## src/rtl/sdram_burst_seq.sv

```systemverilog
module sdram_burst_seq #(
  parameter int ROW_W = 12,
  parameter int COL_W = 8,
  parameter int T_RCD = 2,
  parameter int T_RP  = 2,
  localparam int AW   = ROW_W + COL_W
) (
  input  logic             clk,
  input  logic             rst_n,
  input  logic             disp_req,
  input  logic [AW-1:0]    disp_addr,
  input  logic             gen_req,
  input  logic [AW-1:0]    gen_addr,
  input  logic [1:0]       gen_shape,
  input  logic             gen_we,
  output logic             disp_ack,
  output logic             gen_ack,
  output logic [2:0]       cmd,
  output logic [ROW_W-1:0] sd_addr,
  output logic             dstb,
  output logic             hi_half,
  output logic [1:0]       lane_en,
  output logic             done
);
  localparam int WT_W = 4;
  localparam logic [2:0] C_NOP = 3'd0, C_ACT = 3'd1, C_RD = 3'd2, C_WR = 3'd3, C_PRE = 3'd4;

  typedef enum logic [2:0] {S_IDLE, S_ACT, S_RCD, S_COL, S_XPRE, S_RP, S_END} st_t;

  st_t             st;
  logic [AW-1:0]   cur;
  logic [3:0]      left;
  logic [WT_W-1:0] wt;
  logic            we_q, b8_q, w32_q, odd_q;
  logic [3:0]      gen_beats;
  logic            col_end;

  assign disp_ack = (st == S_IDLE) && disp_req;
  assign gen_ack  = (st == S_IDLE) && gen_req && !disp_req;
  assign col_end  = &cur[COL_W-1:0];

  always_comb begin
    case (gen_shape)
      2'd2:    gen_beats = 4'd2;
      2'd3:    gen_beats = 4'd8;
      default: gen_beats = 4'd1;
    endcase
  end

  always_ff @(posedge clk) begin
    if (!rst_n) begin
      st <= S_IDLE; cur <= '0; left <= '0; wt <= '0;
      we_q <= 1'b0; b8_q <= 1'b0; w32_q <= 1'b0; odd_q <= 1'b0;
    end else begin
      case (st)
        S_IDLE: begin
          odd_q <= 1'b0;
          if (disp_ack) begin
            st <= S_ACT; cur <= disp_addr; left <= 4'd8;
            we_q <= 1'b0; b8_q <= 1'b0; w32_q <= 1'b0;
          end else if (gen_ack) begin
            st <= S_ACT; cur <= gen_addr; left <= gen_beats;
            we_q <= gen_we; b8_q <= (gen_shape == 2'd0); w32_q <= gen_shape[1];
          end
        end
        S_ACT: begin
          st <= S_RCD; wt <= WT_W'(T_RCD - 2);
        end
        S_RCD: begin
          if (wt == '0) st <= S_COL;
          else wt <= wt - 1'b1;
        end
        S_COL: begin
          cur   <= cur + 1'b1;
          left  <= left - 1'b1;
          odd_q <= ~odd_q;
          if (left == 4'd1) st <= S_END;
          else if (col_end) st <= S_XPRE;
        end
        S_XPRE: begin
          st <= S_RP; wt <= WT_W'(T_RP - 2);
        end
        S_RP: begin
          if (wt == '0) st <= S_ACT;
          else wt <= wt - 1'b1;
        end
        default: st <= S_IDLE;
      endcase
    end
  end

  always_comb begin
    case (st)
      S_ACT:         cmd = C_ACT;
      S_COL:         cmd = we_q ? C_WR : C_RD;
      S_XPRE, S_END: cmd = C_PRE;
      default:       cmd = C_NOP;
    endcase
  end

  assign sd_addr = (st == S_ACT) ? cur[AW-1:COL_W] :
                   (st == S_COL) ? ROW_W'(cur[COL_W-1:0]) : '0;
  assign dstb    = (st == S_COL);
  assign hi_half = dstb && w32_q && odd_q;
  assign lane_en = dstb ? (b8_q ? 2'b01 : 2'b11) : 2'b00;
  assign done    = (st == S_END);
endmodule

```

## config.mk

```make
export PLATFORM = sky130hd
export DESIGN_NAME = sdram_burst_seq
export DESIGN_NICKNAME = d
export VERILOG_FILES = /design/src/rtl/sdram_burst_seq.sv
export SDC_FILE = /design/constraint.sdc
export NUM_CORES = 1
export LEC_CHECK = 0
export ABC_AREA = 0
export ABC_CLOCK_PERIOD_IN_PS = 2440
export BUFFER_PORTS_ARGS = -buffer_cell sky130_fd_sc_hd__buf_2
export CORE_MARGIN = 10
export CORE_UTILIZATION = 37
export DETAILED_ROUTE_END_ITERATION = 12
export PLACE_DENSITY = 0.57
export SYNTH_ARGS = -nofsm -noshare
export SYNTH_HDL_FRONTEND = slang
export SYNTH_SLANG_ARGS = --single-unit
```

## constraint.sdc

```tcl
create_clock -name clk -period 2.44 [get_ports clk]
set_clock_uncertainty 0.15 [all_clocks]
set_input_delay 0.366 -clock clk [delete_from_list [all_inputs] [get_ports clk]]
set_output_delay 0.366 -clock clk [all_outputs]
set_load 0.05 [all_outputs]
```

# Word level (Yosys, flattened, before mapping)
# Cells that the tools add are included.
# W data, S select, Z words.
[word_totals] inputBits=47 register_bits=35
[op_classes] n_reduce_logical=20 bitwise=1 muxes=29 eq_ne=14 add_sub_neg=3
[ops] operator="$mux W20" n=2
[ops] operator="$pmux W20 S2" n=1
[ops] operator="$pmux W4 S2" n=3
[ops] operator="$add A20 B1 Y20 const B" n=1
[ops] operator="$mux W3" n=6
[ops] operator="$pmux W3 S6" n=1
[ops] operator="$mux W12" n=1
[ops] operator="$mux W4" n=3
[ops] operator="$eq A3 B3 Y1 const B" n=3
[ops] operator="$pmux W3 S3" n=1
[ops] operator="$mux W8" n=1
[ops] operator="$reduce_and A8 Y1" n=1
[ops] operator="$sub A4 B1 Y4 const B" n=2
[ops] operator="$mux W1" n=7
[ops] operator="$eq A3 B2 Y1 const B" n=2
[ops] operator="$ne A2 B2 Y1 const B" n=3
[ops] operator="$reduce_and A2 Y1" n=3
[ops] operator="$reduce_bool A2 Y1" n=3
[ops] operator="$reduce_or A2 Y1" n=3
[ops] operator="$logic_and A1 B1 Y1" n=5
[ops] operator="$eq A2 B2 Y1 const B" n=2
[ops] operator="$eq A4 B1 Y1 const B" n=1
[ops] operator="$logic_not A4 Y1" n=1
[ops] operator="$mux W2" n=2
[ops] operator="9 further kinds" n=9

# Logic depth before layout (Yosys ltp)
[depth] word_depth=6 ltp_mapped=8

# Worst setup path before layout
# OpenSTA, ideal clock, no wires.
[synth_timing] kind="register to output" from="register st[0]" to="output port cmd[0]" t_required_ns=1.924 stages_incl_launch_ff=8 n_path_buf=3 t_arrival_ns=1.948 path_slack_ns=-0.024 path_cell_list="dfxtp_1 buf_6 clkbuf_1 nand2b_1 nor2_1 clkbuf_1 a21oi_1 nor2_1"
[synth_between] elab_chain_cells=3 word_cells_on_any_way=6 cone_classes="4 x eq/ne; 1 x mux; 1 x reduce/logical"
[synth_lines] item="start, declared" line="30" source="st_t st;"
[synth_lines] item="start signal, assigned" line="52" source="st <= S_IDLE; cur <= '0; left <= '0; wt <= '0;"
[synth_lines] item="start signal, assigned" line="59" source="st <= S_ACT; cur <= disp_addr; left <= 4'd8;"
[synth_lines] item="start signal, assigned" line="62" source="st <= S_ACT; cur <= gen_addr; left <= gen_beats;"
[synth_lines] item="$eq A3 B3 Y1" line="93" source="case (st)"
[synth_lines] item="$reduce_or A2 Y1" line="93"
[synth_lines] item="$pmux W3 S3 *" line="93"
[synth_lines] item="end, declared" line="18" source="output logic [2:0] cmd,"
# Every way passes the cells marked *; elsewhere a longest branch is shown, timed or not.

# Final worst setup path
[layout_timing] from="register st[2]" to="output port disp_ack"
[layout_between] elab_chain_cells=2
[layout_lines] item="$logic_not A3 Y1" line="38" source="assign disp_ack = (st == S_IDLE) && disp_req;"
[layout_lines] item="$logic_and A1 B1 Y1" line="38"
[layout_lines] item="end, declared" line="16" source="output logic disp_ack,"
# No other way between the ends.

==> out/qor.csv <==
stage;metric;value;unit
timing;Hold Fails Final Rpt;0;
floorplanning;Initial Utilization;0.375;
worst_setup_path;largest delay contributor family on the critical path;simple AND/OR/NAND/NOR gates;
timing;crit path time final;2350;ps
synthesis;Post-Syn Instances;318;
synthesis;top-count cell post-synth;nand2_1;
floorplanning;DIE AREA;10500;sq um
placement;PortBufs;68;
timing;setup TNS;0;ps
worst_setup_path;Worst EP required;1920;ps
worst_setup_path;CP arrival;1830;ps
run;MaxCap Viol Count;0;
routing;DRT iter0 DRCs;111;
synthesis;syn avg cell area;7.92;sq um
global_routing;gr ovfl total;0;
cts;Longest Clk Path Bufs;2;
floorplanning;Die Width;102;microns
cts;# resized after CTS;0;
routing;routed wl met3;449;microns
timing;Slew Viols, Final;0;
pwr;Lkg Pwr;1.32;nW
synthesis;#FFs+latches synth;35;
floorplanning;Die Y-Extent;102;microns
synthesis;EDFF count, synth;0;
cells_and_area;diodes inserted;0;
cts;H-tree levels;2;
worst_setup_path;startpoint types;flip-flop;
cts;CTS tree;done;
pwr;clock share of power;0.157;
routing;Met2 Wirelength;3690;microns
pwr;switching part of the total;0.453;
cts;Clk pin slew, worst setup/hold paths;80;ps
pwr;Net Sw Power;1.21;mW
worst_setup_path;crit path kind;flip-flop to primary output;
cts;hold buffers post-CTS;0;
synthesis;syn_nets;370;
cells_and_area;Util after Layout;0.453;
timing;Worst Tran Pin Value;568;ps
global_routing;largest net degree at the start of global routing;22;
routing;First-pass DRT Iterations;4;
synthesis;top post-synthesis cells by count;41 x nand2_1, 35 x dfxtp_1, 17 x nand3_1, 16 x nor2_1;
cts;clk sinks;35;
routing;DRC;0;
floorplanning;io pins;69;
worst_setup_path;slowest CP cell;or4b_4;
cts;number of setup buffers added after CTS;0;
pwr;Int Power;1.46;mW
hold_path;Hold Crit Class;primary input to flip-flop;
worst_setup_path;Worst path max stage delay;610;ps
cells_and_area;FF+latch area;703;sq um
synthesis;Synth cell types;67;
routing;wire per inst;16.8;microns
global_routing;Tot GR Track Use;0.151;
worst_setup_path;crit-path cells;or4b_4 > inv_4 > clkbuf_4;
global_routing;global-route wire length before repair;12700;microns
cells_and_area;nets;437;
pwr;Combinational Power Share;0.497;
cts;worst-skew pair later-pin latency;290;ps
pwr;power share of the sequential group;0.346;
placement;final weighted congestion in routability-driven placement;0.849;
placement;HPWL after DPL;6090;microns
timing;final period utilization;0.961;
timing;RSZ-0062 raised after global routing;no;
worst_setup_path;CP Max Fanout;21;
timing;Max transition margin;0.611;
synthesis;area leader, netlist;dfxtp_1;
routing;Via density;5.59;
cts;Num CTS Buffers;5;
floorplanning;Row Count;30;
timing;endpoints failing setup;0;
routing;top sig layer;met4;
pwr;VDD IR-drop max;0.319;mV
synthesis;synth warn;0;
synthesis;Post-synth top flop;dfxtp_1;
routing;final WL;7850;microns
synthesis;sequential area share after synthesis;0.278;
global_routing;initial antenna violation count;0;
global_routing;vias in the first global route;2612;
synthesis;Async S/R FF share, synth;0;
timing;achievable frequency;0.426;GHz
synthesis;Netlist Area Pre-Place;2520;sq um
routing;M1 WL;3640;microns
worst_setup_path;nature of the critical path endpoint;primary output;
pwr;pwr/cell area;875;nW/um^2
timing;hold slack;179;ps
cells_and_area;Multi-input gate area;1650;sq um
cells_and_area;area delta synth->final;21.0;%
routing;Vias;2606;
synthesis;ranking of synthesized cells by area;dfxtp_1 28%, nand2_1 6.1%, o21a_1 3.6%;
cells_and_area;Non-Filler Instances;466;
placement;dpl cells;458;
floorplanning;core area;6720;sq um
cells_and_area;FILL cells;694;
routing;Final ANT Viol Nets;0;
cells_and_area;share of cells above drive strength 1;0.277;
run_status;status;finished clean;
worst_setup_path;CP bufs+invs;2;
cts;clk root buf;clkbuf_8;
synthesis;post-synth top area share;0.278;
tightest hold or removal path: cells and delay by family:
family / cells / cell delay, ps
simple gates: 1 / 40
compound gates: 1 / 70
buf+inv: 1 / 90
area by class of cell:
class	count	share of cell area
sequential	35	0.231
inverter	12	0.0156
clock inverter	1	0.00164
tap	80	0.0329
multi-input combinational	248	0.540
clock buffer	7	0.0251
timing repair buffer	83	0.154
power by group through the flow:
stage | clock [mW] | sequential [mW] | combinational (mW)
after floorplan | 0 | 0.856 | 1.05
after global placement | 0 | 0.928 | 1.32
after detailed placement | 0 | 0.927 | 1.32
after CTS | 0.430 | 0.916 | 1.33
after global routing | 0.449 | 0.950 | 1.47
final | 0.417 | 0.922 | 1.32
stage by stage:
step,cell area (sq um),power [mW],setup slack (ps)
after floorplan,2520,1.91,45.9
after global placement,2960,2.25,279
after detailed placement,2960,2.25,281
after CTS,3040,2.68,6.51
after global routing,3050,2.87,11.2
final,3050,2.66,94.1
state kept, by name, summed over array words and instances (netlist names):
register	flops
wt	4
odd_q	1
we_q	1
left	4
b8_q	1
cur	20
st	3
w32_q	1
cell families (layout without fill, tap and decap cells):
family	count (synthesis)	in the layout	share of synthesized area
buffers and inverters	35	103	0.0691
and+or+nand+nor	133	133	0.296
AOI/OAI and AO/OA	97	97	0.279
DFF	35	35	0.278
xor gates and xnor gates	2	2	0.00696
muxes	11	11	0.0457
adders and majority gates	5	5	0.0249
path summary, 6_finish.rpt:
path	start	end	slack, ps	cells past startpoint
hold / removal	disp_addr[0]	cur[0]$_SDFFE_PN0P_	180	3
setup / recovery	st[2]$_SDFFE_PN0P_	disp_ack	90	3
hold reg to reg	b8_q$_SDFFE_PN0P_	b8_q$_SDFFE_PN0P_	310	2
setup reg to reg	st[2]$_SDFFE_PN0P_	cur[15]$_SDFFE_PN0P_	340	5
placed cells by master (no fill, tap or decap), types with 3 or more instances in the layout:
master	count
buf_2	67
nand2_1	41
dfxtp_1	33
nand3_1	17
nor2_1	15
buf_4	14
a21oi_1	13
o21ai_0	13
o21a_1	12
inv_1	11
and3_1	8
nor3_1	8
a22o_1	7
mux2i_1	7
nor2b_1	6
and2_1	5
o211ai_1	5
a31oi_1	5
and4_1	5
ha_1	5
clkbuf_8	5
nand2b_1	4
o21ai_1	4
nor3b_1	4
a311oi_1	4
a21boi_0	4
nand4_1	3
o22ai_1	3
o2111a_1	3
per-layer routing:
layer  GRT usage  vias to the layer above
met1       0.195                     1211
li1            -                     1322
met3      0.0412                        7
met4      0.0423                        0
met2       0.241                       66
met5           0                        -
Note: power is estimated with default switching activity, not from simulation.
